--- config.mk ---
export PLATFORM = sky130hd
export DESIGN_NAME = ds3_oh_err_inject
export DESIGN_NICKNAME = d
export VERILOG_FILES = /design/src/rtl/ds3_oh_pkg.sv /design/src/rtl/oh_frame_err.sv /design/src/rtl/oh_parity_err.sv /design/src/rtl/ds3_oh_err_inject.sv
export SDC_FILE = /design/constraint.sdc
export NUM_CORES = 1
export LEC_CHECK = 0
export CAP_MARGIN = 20
export CORE_AREA = 2 2 55 57
export DETAILED_ROUTE_END_ITERATION = 16
export DIE_AREA = 0 0 57 59
export SYNTH_ARGS = -nofsm -noshare
export SYNTH_HDL_FRONTEND = slang
export SYNTH_SLANG_ARGS = --single-unit
--- constraint.sdc ---
create_clock -name clk -period 3.3 [get_ports clk]
set_input_delay 0.99 -clock clk [delete_from_list [all_inputs] [get_ports clk]]
set_output_delay 0.99 -clock clk [all_outputs]
set_load 0.005 [all_outputs]
--- src/rtl/ds3_oh_pkg.sv ---
// Shared types for the DS3 overhead error injector.
// Assumes: framing error shape is encoded in two bits, as the top port documents.
package ds3_oh_pkg;

    typedef enum logic [1:0] {
        FE_ONE_F   = 2'b00,
        FE_ONE_M   = 2'b01,
        FE_SUBFRM  = 2'b10,
        FE_TWO_M   = 2'b11
    } fe_mode_e;

endpackage

--- src/rtl/oh_frame_err.sv ---
// Framing error sequencer.
// Holds a framing error request until the next frame start, then decides which
// F or M positions of the following frame (two frames for the double-M shape) to invert.
// Assumes: position strobes are mutually exclusive and only valid with ce.
module oh_frame_err
    import ds3_oh_pkg::*;
#(
    parameter int F_PER_SF = 4
) (
    input  logic     clk,
    input  logic     rst_n,
    input  logic     ce,
    input  logic     frame_start,
    input  logic     is_m,
    input  logic     is_f,
    input  logic     req,
    input  fe_mode_e mode,
    output logic     flip,
    output logic     done
);
    localparam int FCW = $clog2(F_PER_SF + 1);
    localparam logic [FCW-1:0] FMAX = FCW'(F_PER_SF);

    logic           pending;
    fe_mode_e       req_mode;
    logic           active;
    fe_mode_e       act_mode;
    logic           more_frame;
    logic [FCW-1:0] f_cnt;
    logic           m_seen;

    logic           at_fs;
    logic           start;
    logic           cur_active;
    fe_mode_e       cur_mode;
    logic [FCW-1:0] cur_fcnt;
    logic           cur_mseen;

    // Frame-boundary decisions: start a stored request or continue a two-frame shape.
    always_comb begin
        at_fs      = ce && frame_start;
        start      = at_fs && pending && (!active || !more_frame);
        cur_active = at_fs ? (start || (active && more_frame)) : active;
        cur_mode   = start ? req_mode : act_mode;
        cur_fcnt   = at_fs ? '0 : f_cnt;
        cur_mseen  = at_fs ? 1'b0 : m_seen;
    end

    // Select the bit to invert for the current position.
    always_comb begin
        flip = 1'b0;
        if (ce && cur_active) begin
            unique case (cur_mode)
                FE_ONE_F:  flip = is_f && (cur_fcnt == '0);
                FE_SUBFRM: flip = is_f && (cur_fcnt < FMAX);
                FE_ONE_M,
                FE_TWO_M:  flip = is_m && !cur_mseen;
                default:   flip = 1'b0;
            endcase
        end
    end

    // State update: request store, frame tracking and done pulse.
    always_ff @(posedge clk) begin
        if (!rst_n) begin
            pending    <= 1'b0;
            req_mode   <= FE_ONE_F;
            active     <= 1'b0;
            act_mode   <= FE_ONE_F;
            more_frame <= 1'b0;
            f_cnt      <= '0;
            m_seen     <= 1'b0;
            done       <= 1'b0;
        end else begin
            done    <= at_fs && active && !more_frame;
            pending <= req || (pending && !start);
            if (req) begin
                req_mode <= mode;
            end
            if (ce) begin
                active <= cur_active;
                if (start) begin
                    act_mode   <= req_mode;
                    more_frame <= (req_mode == FE_TWO_M);
                end else if (at_fs) begin
                    more_frame <= 1'b0;
                end
                f_cnt  <= (is_f && cur_fcnt != FMAX) ? cur_fcnt + 1'b1 : cur_fcnt;
                m_seen <= cur_mseen || is_m;
            end
        end
    end

endmodule

--- src/rtl/oh_parity_err.sv ---
// Parity error unit for one group of parity positions.
// A single request is held until the next frame start and corrupts that whole frame.
// The continuous flag, sampled at each frame start, corrupts the frame it starts.
// Assumes: is_pos is only meaningful when ce is high.
module oh_parity_err (
    input  logic clk,
    input  logic rst_n,
    input  logic ce,
    input  logic frame_start,
    input  logic is_pos,
    input  logic req,
    input  logic cont,
    output logic flip,
    output logic done
);
    logic pending;
    logic active;
    logic single_q;
    logic at_fs;
    logic cur_active;

    // Frame-level enable, taking effect on the frame-start bit itself.
    always_comb begin
        at_fs      = ce && frame_start;
        cur_active = at_fs ? (pending || cont) : active;
        flip       = ce && cur_active && is_pos;
    end

    // Request store, frame enable and done pulse for single requests.
    always_ff @(posedge clk) begin
        if (!rst_n) begin
            pending  <= 1'b0;
            active   <= 1'b0;
            single_q <= 1'b0;
            done     <= 1'b0;
        end else begin
            pending <= req || (pending && !at_fs);
            done    <= at_fs && single_q;
            if (at_fs) begin
                single_q <= pending;
                active   <= pending || cont;
            end
        end
    end

endmodule

--- src/rtl/ds3_oh_err_inject.sv ---
// DS3 overhead error injector top.
// Forwards the serial stream with one clock-enable delay and inverts selected
// overhead bits on request: framing shapes and two parity groups.
// Assumes: position strobes are mutually exclusive and valid with ce.
module ds3_oh_err_inject
    import ds3_oh_pkg::*;
#(
    parameter int F_PER_SF = 4
) (
    input  logic       clk,
    input  logic       rst_n,
    input  logic       ce,
    input  logic       in_bit,
    input  logic       frame_start,
    input  logic       m_pos,
    input  logic       f_pos,
    input  logic       p_pos,
    input  logic       cpar_pos,
    input  logic [1:0] fe_mode,
    input  logic       fe_req,
    input  logic       p_req,
    input  logic       c_req,
    input  logic       p_cont,
    input  logic       c_cont,
    output logic       out_bit,
    output logic       fe_done,
    output logic       p_done,
    output logic       c_done
);
    localparam int NPAR = 2;

    logic            fe_flip;
    logic [NPAR-1:0] par_pos;
    logic [NPAR-1:0] par_req;
    logic [NPAR-1:0] par_cont;
    logic [NPAR-1:0] par_flip;
    logic [NPAR-1:0] par_done;

    assign par_pos  = {cpar_pos, p_pos};
    assign par_req  = {c_req, p_req};
    assign par_cont = {c_cont, p_cont};
    assign p_done   = par_done[0];
    assign c_done   = par_done[1];

    oh_frame_err #(.F_PER_SF(F_PER_SF)) u_fe (
        .clk         (clk),
        .rst_n       (rst_n),
        .ce          (ce),
        .frame_start (frame_start),
        .is_m        (m_pos),
        .is_f        (f_pos),
        .req         (fe_req),
        .mode        (fe_mode_e'(fe_mode)),
        .flip        (fe_flip),
        .done        (fe_done)
    );

    for (genvar g = 0; g < NPAR; g++) begin : g_par
        oh_parity_err u_par (
            .clk         (clk),
            .rst_n       (rst_n),
            .ce          (ce),
            .frame_start (frame_start),
            .is_pos      (par_pos[g]),
            .req         (par_req[g]),
            .cont        (par_cont[g]),
            .flip        (par_flip[g]),
            .done        (par_done[g])
        );
    end

    // Output register: one enable of latency, with the selected inversions applied.
    always_ff @(posedge clk) begin
        if (!rst_n) begin
            out_bit <= 1'b0;
        end else if (ce) begin
            out_bit <= in_bit ^ fe_flip ^ (^par_flip);
        end
    end

endmodule


# --- Word level (Yosys, flattened, before mapping) ---
# Index checks and enable logic that the tools add are counted.
word_totals:
  reg_bits: 21
  latch_bits: 0
  ram_bits: 0
  rom_bits: 0
  input_bits: 16
  output_inout_bits: 4
  word_cells: 76
  n_memories: 0
classes:
  n_addsub: 1
  multipliers: 0
  div_mod_pow: 0
  order_cmp: 1
  eq_ne: 5
  n_shift: 0
  mux: 11
  n_bitwise: 2
  reduce_logical: 39
op_table:
  columns: ["cell", "count"]
  rows:
  - ["$logic_and 1x1->1", 20]
  - ["$logic_or 1x1->1", 8]
  - ["$mux 1", 7]
  - ["$eq 2x2->1 const B", 3]
  - ["$mux 3", 2]
  - ["$logic_not 1->1", 5]
  - ["$add 3x1->3 const B", 1]
  - ["$logic_not 3->1", 1]
  - ["$lt 3x3->1 const B", 1]
  - ["$ne 3x3->1 const B", 1]
  - ["$pmux 1 s3", 1]
  - ["$eq 2x1->1 const B", 1]
  - ["$logic_not 2->1", 1]
  - ["$mux 2", 1]
  - ["$reduce_and 2->1", 1]
  - ["$reduce_bool 2->1", 1]
  - ["$reduce_or 2->1", 1]
  - ["$reduce_xor 2->1", 1]
  - ["$xor 1x1->1", 2]

# --- Longest topological paths before layout ---
logic_depth:
  ltp_word: 10
  ltp_mapped: 9
  mapped_depth_nobuf: 8

# --- Hierarchy ---
# From an unflattened synthesis, not the netlist that was laid out.
unflattened:
  hier_cells: 102
  hier_area_um2: 968.4
by_module_without_submodules:
  columns: ["mod", "n_inst", "cells_per_inst", "area_each_um2", "seq_area_each_um2"]
  rows:
  - ["oh_frame_err", 1, 62, 584.3, 240.2]
  - ["oh_parity_err", 2, 17, 163.9, 80.1]
  - ["ds3_oh_err_inject", 1, 6, 56.3, 20.0]

# --- Worst setup path before layout ---
# No wires, ideal clock.
synth_path:
  kind: "in2reg"
  start: "input frame_start"
  end: "register u_fe.f_cnt[1]"
  setup_ns: 0.118
  arrival_time_ns: 2.362
  required_time_ns: 3.182
  slack_ns: 0.820
  stages: 8
  path_buffers: 1
  path_cell_list: "nand2_1 -> clkbuf_1 -> nand2_1 -> ha_1 -> a31oi_1 -> o21ai_0 -> a32oi_1 -> nor2b_1"
synth_between:
  elab_chain_len: 5
  elab_cells_between_ends: 6
  classes_between: "add/sub: 1; eq/ne: 1; mux: 2; reduce/logical: 2"
synth_lines:
  columns: ["element", "line_no", "rtl"]
  rows:
  - ["start: declaration", "ds3_oh_err_inject.sv:14", "input logic frame_start,"]
  - ["$logic_and 1x1->1 *", "oh_frame_err.sv:41", "at_fs = ce && frame_start;"]
  - ["$mux 3 *", "oh_frame_err.sv:45", "cur_fcnt = at_fs ? '0 : f_cnt;"]
  - ["parallel branches: the longest is 2 deep, another holds $add 3x1->3", null, null]
  - ["$mux 3 *", "oh_frame_err.sv:88", "f_cnt <= (is_f && cur_fcnt != FMAX) ? cur_fcnt + 1'b1 : cur_fcnt;"]
  - ["end signal: assignment", "oh_frame_err.sv:88", null]
  - ["end: declaration", "oh_frame_err.sv:29", "logic [FCW-1:0] f_cnt;"]
# Mark *: on every way between the ends.
# A chain may end at the register's enable or synchronous reset.

# --- Worst setup path in the final report ---
# Ends and elaborated chain as after synthesis.

==> flow_summary.ini <==
[run_status]
outcome = completed

[synth]
synthesis.instances = 106
synth_xor_xnor_area_share_pct = 2.29
synth_compound_gate_area_share_pct = 23.6
syn-cell-area_um2 = 985
seq_area_frac_synth_pct = 42.7
largest_family_of_logic_cells_by_synthesized_area = compound AO/OA/AOI/OAI gates
synth_warnings = 0
synth_simple_gate_area_share_pct = 20.2
netlist-cell-type-count = 28
ys_ff_latch = 21
synth.mux.area_fraction_pct = 4.07
synthAdderAreaFrac_pct = 2.54
synth.avg_cell_area_um2 = 9.29
synth_fp_nets = 124

[sta]
setup_violations = 0
worst-slew-pin-transition_ns = 0.644
finalClockSkew_ns = 0.00219
grt_setup_unrepaired = false
maxSlewViolCount = 0
totalNegativeSetupSlack_ns = 0
max_slew_margin_pct = 56.9
final_min_period_over_clock_period_pct = 72.6
final_hold_viol_count = 0
clock.fmax_ghz = 0.417
fin_crit_ns = 2.40

[placed_design]
gpl.final_weighted_congestion = 0.688
place_area_um2 = 1210
dpl.hpwl_um = 1470
placement.io_buffers = 19

[clock_network]
cts_hold_buf = 0
post_cts.repair.setup_buffers = 0
tritoncts_num_sinks = 21
cts_inserted_buffers = 3
cts.path.max_buffers = 2
tritoncts = done
worst_skew_pair.late_latency_ns = 0.31
htree_levels = 1
total_of_cells_resized_after_clock_tree_synthesis = 0
clock_slew_seen_by_the_registers_of_the_worst_setup_and_hold_paths_ns = 0.13
cts.root.buffer_cell = sky130_fd_sc_hd__clkbuf_4

[floorplan]
placeableCoreArea_um2 = 2710
die_h_um = 59
dieWidth_um = 57
num_rows = 19
top_level_pins = 20
initial_core_util_pct = 36.3
die_area_um2 = 3360

[layout]
area_growth_pct = 25.9
leading_cell_type_in_the_layout_fill_and_taps_excluded = sky130_fd_sc_hd__dfxtp_1
antennaDiodeCount = 0
mostFrequentLayoutCells = 21 x sky130_fd_sc_hd__dfxtp_1, 19 x sky130_fd_sc_hd__clkdlybuf4s50_1, 13 x sky130_fd_sc_hd__nand2_1
design_area_um2 = 1240
nets = 146
final_layout_size_suffix_gt1_share_pct = 7.09

[route]
drc = 0
detail_route.wl_per_cell_um = 12.6
vias = 819
route.detailed.vias_per_inst = 5.18
detailedRoute.firstPassIterationCount = 4
postRouteWirelength_um = 2000
drtAntennaViolNets = 0
detail_route.iter0.violations = 10

[global_route]
wire_length_of_the_first_global_routing_pass_um = 3560
grt_start_max_net_pins = 22
track_usage_pct = 13.7
grt.overflow.total = 0
first_global_vias = 801
grt_antenna_before_repair = 0

[setup_path]
setup.worst_path.end_class = flip-flop
cp_data_arrival_time_ns = 2.61
critPathLaunchType = primary input
cp_data_required_time_ns = 3.52
critical_path_peak_fanout = 5
timing.setup.critical_path_class = in -> reg

[worst_hold_path]
hold_path_class = reg -> reg

[job]
cap_violations = 0

[power]
static-leakage-power_nw = 0.505
power_density_nw_per_um2 = 385
power.total_mw = 0.477
irDropWorstVdd_uv = 276
[routing by layer]
layer | GRT usage, % | up-vias | wire length [um]
li1 | - | 424 | -
met1 | 16.5 | 380 | 968
met2 | 23.0 | 13 | 909
met3 | 5.24 | 2 | 98
met4 | 3.99 | 0 | 21
met5 | 0 | - | 0
[state kept, by name (all words and copies together), names as in the netlist]
register	count
g_par.u_par.done	2
u_fe.done	1
out_bit	1
u_fe.req_mode	2
u_fe.f_cnt	3
g_par.u_par.single_q	2
u_fe.pending	1
u_fe.active	1
u_fe.act_mode	2
u_fe.more_frame	1
u_fe.m_seen	1
g_par.u_par.active	2
g_par.u_par.pending	2
[cell families (layout without fill, tap and decap cells)]
logic type | after synthesis | in the layout
compound gates | 33 | 33
xor+xnor | 1 | 1
mux | 4 | 4
flops | 21 | 21
fa+ha+maj | 2 | 2
buf+inv | 10 | 31
simple gates | 35 | 35
[path summary, 6_finish.rpt]
path         slack, ns               startpoint                       to  cells past startpoint
max               0.90              frame_start            u_fe.f_cnt[1]                      8
min reg2reg       0.47  g_par[0].u_par.single_q  g_par[0].u_par.single_q                      2
min               0.47  g_par[0].u_par.single_q  g_par[0].u_par.single_q                      2
max reg2reg       1.79            u_fe.f_cnt[0]            u_fe.f_cnt[1]                      6
[power by group]
part,internal [mW],switching (mW)
logic,0.0433,0.0310
registers,0.264,0.00756
clock network,0.0462,0.0849
[area by class of cell]
| class | instances | area, um2 |
|---|---|---|
| Clock buffer | 3 | 22.5 |
| Clock inverter | 1 | 7.51 |
| Fill cell | 283 | 1470 |
| Inverter | 5 | 18.8 |
| Multi-Input combinational cell | 75 | 519 |
| Sequential cell | 21 | 420 |
| Tap cell | 31 | 38.8 |
| Timing Repair Buffer | 22 | 213 |
[synthesized netlist by cell type, drive strengths merged]
cell type / instances / share of area [%]
o311a: 4 / 4.1
nand3: 2 / 1.0
and2: 1 / 0.64
a21o: 3 / 2.3
o21a: 2 / 1.5
a31oi: 3 / 1.9
ha: 2 / 2.5
a21oi: 4 / 2.0
nand4: 1 / 0.64
xnor3: 1 / 2.3
mux2i: 4 / 4.1
dfxtp: 21 / 43
inv: 5 / 1.9
a211oi: 1 / 0.76
nand2: 13 / 5.0
o2111a: 1 / 1.1
nand2b: 2 / 1.3
nor4: 1 / 1.3
and4b: 1 / 1.0
a22oi: 2 / 1.5
a32oi: 2 / 1.8
a21boi: 4 / 3.0
nor2b: 10 / 6.4
buf: 2 / 1.5
and3: 4 / 3.0
clkbuf: 3 / 1.1
o21ai: 7 / 3.6
[through the flow]
step	setup WS, ns	hold slack (ns)	std cells	util, %
after floorplan	0.820	0.439	106	-
after global placement	0.580	0.452	154	44.6
after detailed placement	0.559	0.461	154	44.6
after CTS	0.898	0.479	158	45.8
after global routing	0.732	0.504	158	45.8
final	0.904	0.474	158	45.8
[worst max-delay path: stages]
cell                              delay, ns
sky130_fd_sc_hd__clkdlybuf4s50_1       0.42
sky130_fd_sc_hd__nand2_1               0.14
sky130_fd_sc_hd__nand2_1               0.09
sky130_fd_sc_hd__ha_1                  0.22
sky130_fd_sc_hd__a31oi_1               0.35
sky130_fd_sc_hd__o21ai_0               0.17
sky130_fd_sc_hd__a32oi_1               0.17
sky130_fd_sc_hd__nor2b_1               0.06
(Power assumes the default switching activity.)
